File: config.mk
export PLATFORM = sky130hd
export DESIGN_NAME = mm_timer
export DESIGN_NICKNAME = d
export VERILOG_FILES = /design/src/rtl/mm_timer.sv
export SDC_FILE = /design/constraint.sdc
export NUM_CORES = 1
export LEC_CHECK = 0
export CORE_MARGIN = 1.5
export CORE_UTILIZATION = 48
export CTS_CLUSTER_DIAMETER = 40
export DETAILED_ROUTE_END_ITERATION = 6
export PLACE_DENSITY_LB_ADDON = 0.05
export SLEW_MARGIN = 25
export SYNTH_ARGS = -nofsm -noshare
export SYNTH_HDL_FRONTEND = slang
export SYNTH_SLANG_ARGS = --single-unit
File: constraint.sdc
create_clock -name clk -period 3.1 [get_ports clk]
set_clock_uncertainty 0.1 [all_clocks]
set_input_delay 0.775 -clock clk [delete_from_list [all_inputs] [get_ports clk]]
set_output_delay 0.775 -clock clk [all_outputs]
set_load 0.1 [all_outputs]
File: src/rtl/mm_timer.sv
module mm_timer #(
  parameter int CW = 16,
  parameter int PW = 3
) (
  input  logic          clk,
  input  logic          rst_n,
  input  logic          en,
  input  logic [2:0]    mode,
  input  logic          pol,
  input  logic [PW-1:0] div_sel,
  input  logic [CW-1:0] reload_val,
  input  logic [CW-1:0] pwm_val,
  input  logic          tmr_in,
  output logic          tmr_out,
  output logic          irq,
  output logic [CW-1:0] cap_val,
  output logic [CW-1:0] count
);
  localparam int PCW = (1 << PW) - 1;
  localparam logic [PCW-1:0] P_ONE = {{(PCW-1){1'b0}}, 1'b1};
  localparam logic [CW-1:0]  C_ONE = {{(CW-1){1'b0}}, 1'b1};
  localparam logic [2:0] M_PWM = 3'd0, M_CAP = 3'd1, M_GATE = 3'd3, M_CC = 3'd4;

  logic [PCW-1:0] pcnt, pmask;
  logic [PCW:0]   pstep;
  logic [2:0]     sy;
  logic           armed;

  assign pstep = {{PCW{1'b0}}, 1'b1} << div_sel;
  assign pmask = pstep[PCW-1:0] - P_ONE;
  wire tick = en && ((pcnt & pmask) == pmask);

  wire lvl      = sy[1];
  wire rise     = sy[1] & ~sy[2];
  wire fall     = ~sy[1] & sy[2];
  wire act_edge = pol ? fall : rise;
  wire gate_end = pol ? rise : fall;

  wire is_pwm  = (mode == M_PWM);
  wire is_cap  = (mode == M_CAP);
  wire is_gate = (mode == M_GATE);
  wire is_cc   = (mode == M_CC);
  wire is_cmp  = !(is_pwm || is_cap || is_gate || is_cc);

  wire run    = tick && (is_gate ? (lvl != pol) : (is_cc ? armed : 1'b1));
  wire rl     = run && (count == reload_val);
  wire pmatch = run && (count == pwm_val);
  wire cap_ev = en && act_edge && (is_cap || (is_cc && armed));
  wire gte_ev = en && is_gate && gate_end;
  wire arm_ev = en && is_cc && !armed && act_edge;

  always_ff @(posedge clk or negedge rst_n) begin
    if (!rst_n) begin
      sy      <= '0;
      pcnt    <= '0;
      count   <= C_ONE;
      armed   <= 1'b0;
      irq     <= 1'b0;
      tmr_out <= 1'b0;
      cap_val <= '0;
    end else begin
      sy <= {sy[1:0], tmr_in};
      if (!en) begin
        pcnt    <= '0;
        count   <= C_ONE;
        armed   <= 1'b0;
        irq     <= 1'b0;
        tmr_out <= pol;
      end else begin
        pcnt <= pcnt + P_ONE;
        if (rl)       count <= C_ONE;
        else if (run) count <= count + C_ONE;
        if (arm_ev)   armed <= 1'b1;
        irq <= rl | cap_ev | gte_ev;
        if (is_pwm) begin
          if (rl)          tmr_out <= pol;
          else if (pmatch) tmr_out <= ~pol;
        end else if ((is_cmp || is_cc) && rl) begin
          tmr_out <= ~tmr_out;
        end
      end
      if (cap_ev) cap_val <= count;
    end
  end
endmodule

==> impl_metrics.py <==
metrics = {
    "outcome": {
        "outcome": "finished, final reports clean",
    },
    "logic_synthesis": {
        "synth_top_cell_area_share_pct": 40.87,
        "async_flop_share_pct": 100.0,
        "yosysSeqAreaShare_pct": 41.85,
        "syn_nets": 307,
        "synth_cell_types": 50,
        "synth_flop_cell": "dfrtp_1",
        "avgSynthCellArea_um2": 10.28,
        "synth_enable_flop_cells": 0,
        "ys_warn_count": 0,
        "synthCells": 262,
        "ys_ff_latch": 45,
        "synth_area_leaders": "dfrtp_1, xnor2_1, mux2_1",
        "synth_area_um2": 2694,
        "yosysTopAreaCell": "dfrtp_1",
    },
    "route": {
        "postRouteAntennaNets": 0,
        "drc_errors": 0,
        "wl_per_cell_um": 15.39,
        "dr.pass1.iters": 4,
        "vias": 2235,
        "via_per_inst": 5.425,
        "drtIter0Drc": 159,
        "totalWireLength_mm": 6.342,
    },
    "final_layout": {
        "final_cell_mix": "buf_4, dfrtp_1, clkdlybuf4s50_1",
        "areaGrowthSynthToFinish_pct": 30.79,
        "final_common_cell": "buf_4",
        "nNetsFinal": 384,
        "drive_gt1_share_pct": 21.76,
        "final_core_util_pct": 64.38,
        "fin_cells": 412,
        "stdcell_area_um2": 3523,
        "diodes": 0,
    },
    "clock_tree": {
        "cts_resized": 0,
        "ctsLongestPathBuffers": 2,
        "cts_setup_buffers": 0,
        "cts_root_buffer": "clkbuf_8",
        "insertion_delay_ps": 290,
        "cts.sinks": 45,
        "cts_max_level": 2,
        "cts_buffers": 5,
        "clkSlewWorstSetupHoldPaths_ps": 80,
        "cts_tree": "built",
        "hold_buffers": 0,
    },
    "global_route": {
        "first_global_vias": 2088,
        "grt_usage_pct": 21.83,
        "antenna_found_initial": 0,
        "grt_pass1_wl_mm": 10.37,
        "grt_start_max_net_pins": 29,
        "gr-total-overflow": 0,
    },
    "floorplan": {
        "core_area_um2": 5473,
        "dieArea_um2": 6071,
        "die_width_um": 77.92,
        "fp.dieH_um": 77.92,
        "core.rowCount": 27,
        "io_pins": 77,
        "initial_core_util_pct": 49.22,
    },
    "critical_path": {
        "startpoint_type": "input pin",
        "r2r_cells": 7,
        "cpPeakStageDelay_ps": 500,
        "path_class": "input pin to flip-flop",
        "crit_chain": "clkdlybuf4s50_1 > xnor2_2 > nand4_1 > nor4_2 > buf_4 > nand3_1 > a22oi_1 > mux2_4",
        "critPathTopFamily": "buffers and inverters",
        "cp-end-kind": "flip-flop",
        "reg2reg_to": "count[14]",
        "cp_num_buf_inv": 2,
        "cp.arrival_ps": 2820,
        "reg2reg_from": "count[0]",
        "crit_slowest_cell": "clkdlybuf4s50_1",
        "regToRegSetupSlack_ps": 660,
        "crit_path_max_fanout": 5,
        "required_ps": 3180,
    },
    "placed_design": {
        "hpwl_mm": 4.661,
        "placed_area_um2": 3418,
        "dp.cells": 404,
        "port_buffers": 76,
        "place_congestion": 0.8800,
    },
    "min_path": {
        "min_to": "sy[1]",
        "hp-class": "flip-flop to flip-flop",
        "holdCritStartpoint": "sy[0]",
        "holdPathStages": 0,
    },
    "timing": {
        "fin_crit_sh_pct": 88.27,
        "grt_setup_unrepaired": "false",
        "worst_pin_slew_ps": 541.4,
        "finalSetupViolations": 0,
        "maxSlewHeadroom_pct": 63.57,
        "finalMaxSlewViolations": 0,
        "fmax_mhz": 365.4,
        "whs_ps": 264.9,
        "hold_violations": 0,
        "period_minus_slack_ps": 2736,
    },
    "power_and_ir_drop": {
        "ir_worst_vdd_uv": 240.7,
        "cellLeakagePower_uw": 0.001519,
        "finalPower_uw": 1248,
        "power_density_nw_per_um2": 354.2,
    },
    "flow_run": {
        "drv_cap": 0,
    },
}
==> registers in the layout, indices dropped and copies added, names as in the netlist <==
signal and flops:
sy 3, cap_val 16, irq 1, armed 1, pcnt 7, tmr_out 1
count 16
==> where the power goes <==
group	leakage (uW)	internal, uW	total, uW	switching, uW
clock	0.0000542	201	391	189
combinational	0.000855	109	243	134
sequential	0.000611	600	614	13.9
total	0.00152	911	1250	337
==> logic make-up (layout without fill, tap and decap cells) <==
family / after synthesis / count (layout) / synth area share [%]
multiplexers: 20 / 20 / 8.361
buffers and inverters: 21 / 99 / 5.527
AO/OA/AOI/OAI: 41 / 41 / 10.54
XOR/XNOR: 41 / 41 / 13.61
adder cells (fa/ha/maj): 2 / 2 / 0.9288
flip-flops: 45 / 45 / 41.85
AND/OR/NAND/NOR: 92 / 92 / 19.18
==> synthesized netlist by cell type, drive strengths merged (4+ instances only) <==
cell type	count
buf	17
a22o	5
nor4	10
clkbuf	4
nor2	8
o21ai	13
nor3	4
xnor2	38
nand4	12
and2	6
a21boi	4
a21oi	5
nand2	20
and3	6
nand2b	5
nand3b	4
dfrtp	44
mux2	17
nand3	11
==> routing by layer <==
| metal | track usage [%] | vias to the layer above | routed length [um] |
|---|---|---|---|
| met5 | 0 | - | 0 |
| met4 | 6.250 | 0 | 61 |
| met3 | 4.588 | 6 | 295 |
| met2 | 32.52 | 61 | 2927 |
| met1 | 31.89 | 1080 | 3058 |
| li1 | - | 1088 | - |
==> how the worst max path moves through the flow <==
stage,startpoint,endpoint,slack [ps],cells past startpoint
finish,reload_val[9],tmr_out,360,8
global route,reload_val[1],tmr_out,280,8
CTS,mode[2],count[11],260,8
detailed placement,mode[0],count[13],-40,8
global placement,mode[0],count[13],50,8
floorplan,count[14],tmr_out,320,8
==> final cells by class <==
type | count | area, um^2
clock buffer | 7 | 96.34
clock inverter | 1 | 5.005
fill | 480 | 1949
multi-input combinational | 196 | 1421
sequential | 45 | 1127
tap | 72 | 90.09
timing repair buffer | 91 | 783.3
==> stage by stage <==
stage / TNS (ps) / setup slack [ps]
finish: 0 / 363.5
global route: 0 / 281.0
CTS: 0 / 264.9
detailed placement: -137.0 / -44.60
global placement: 0 / 53.91
floorplan: 0 / 322.6
No activity file was read; power rests on OpenSTA's default activity.
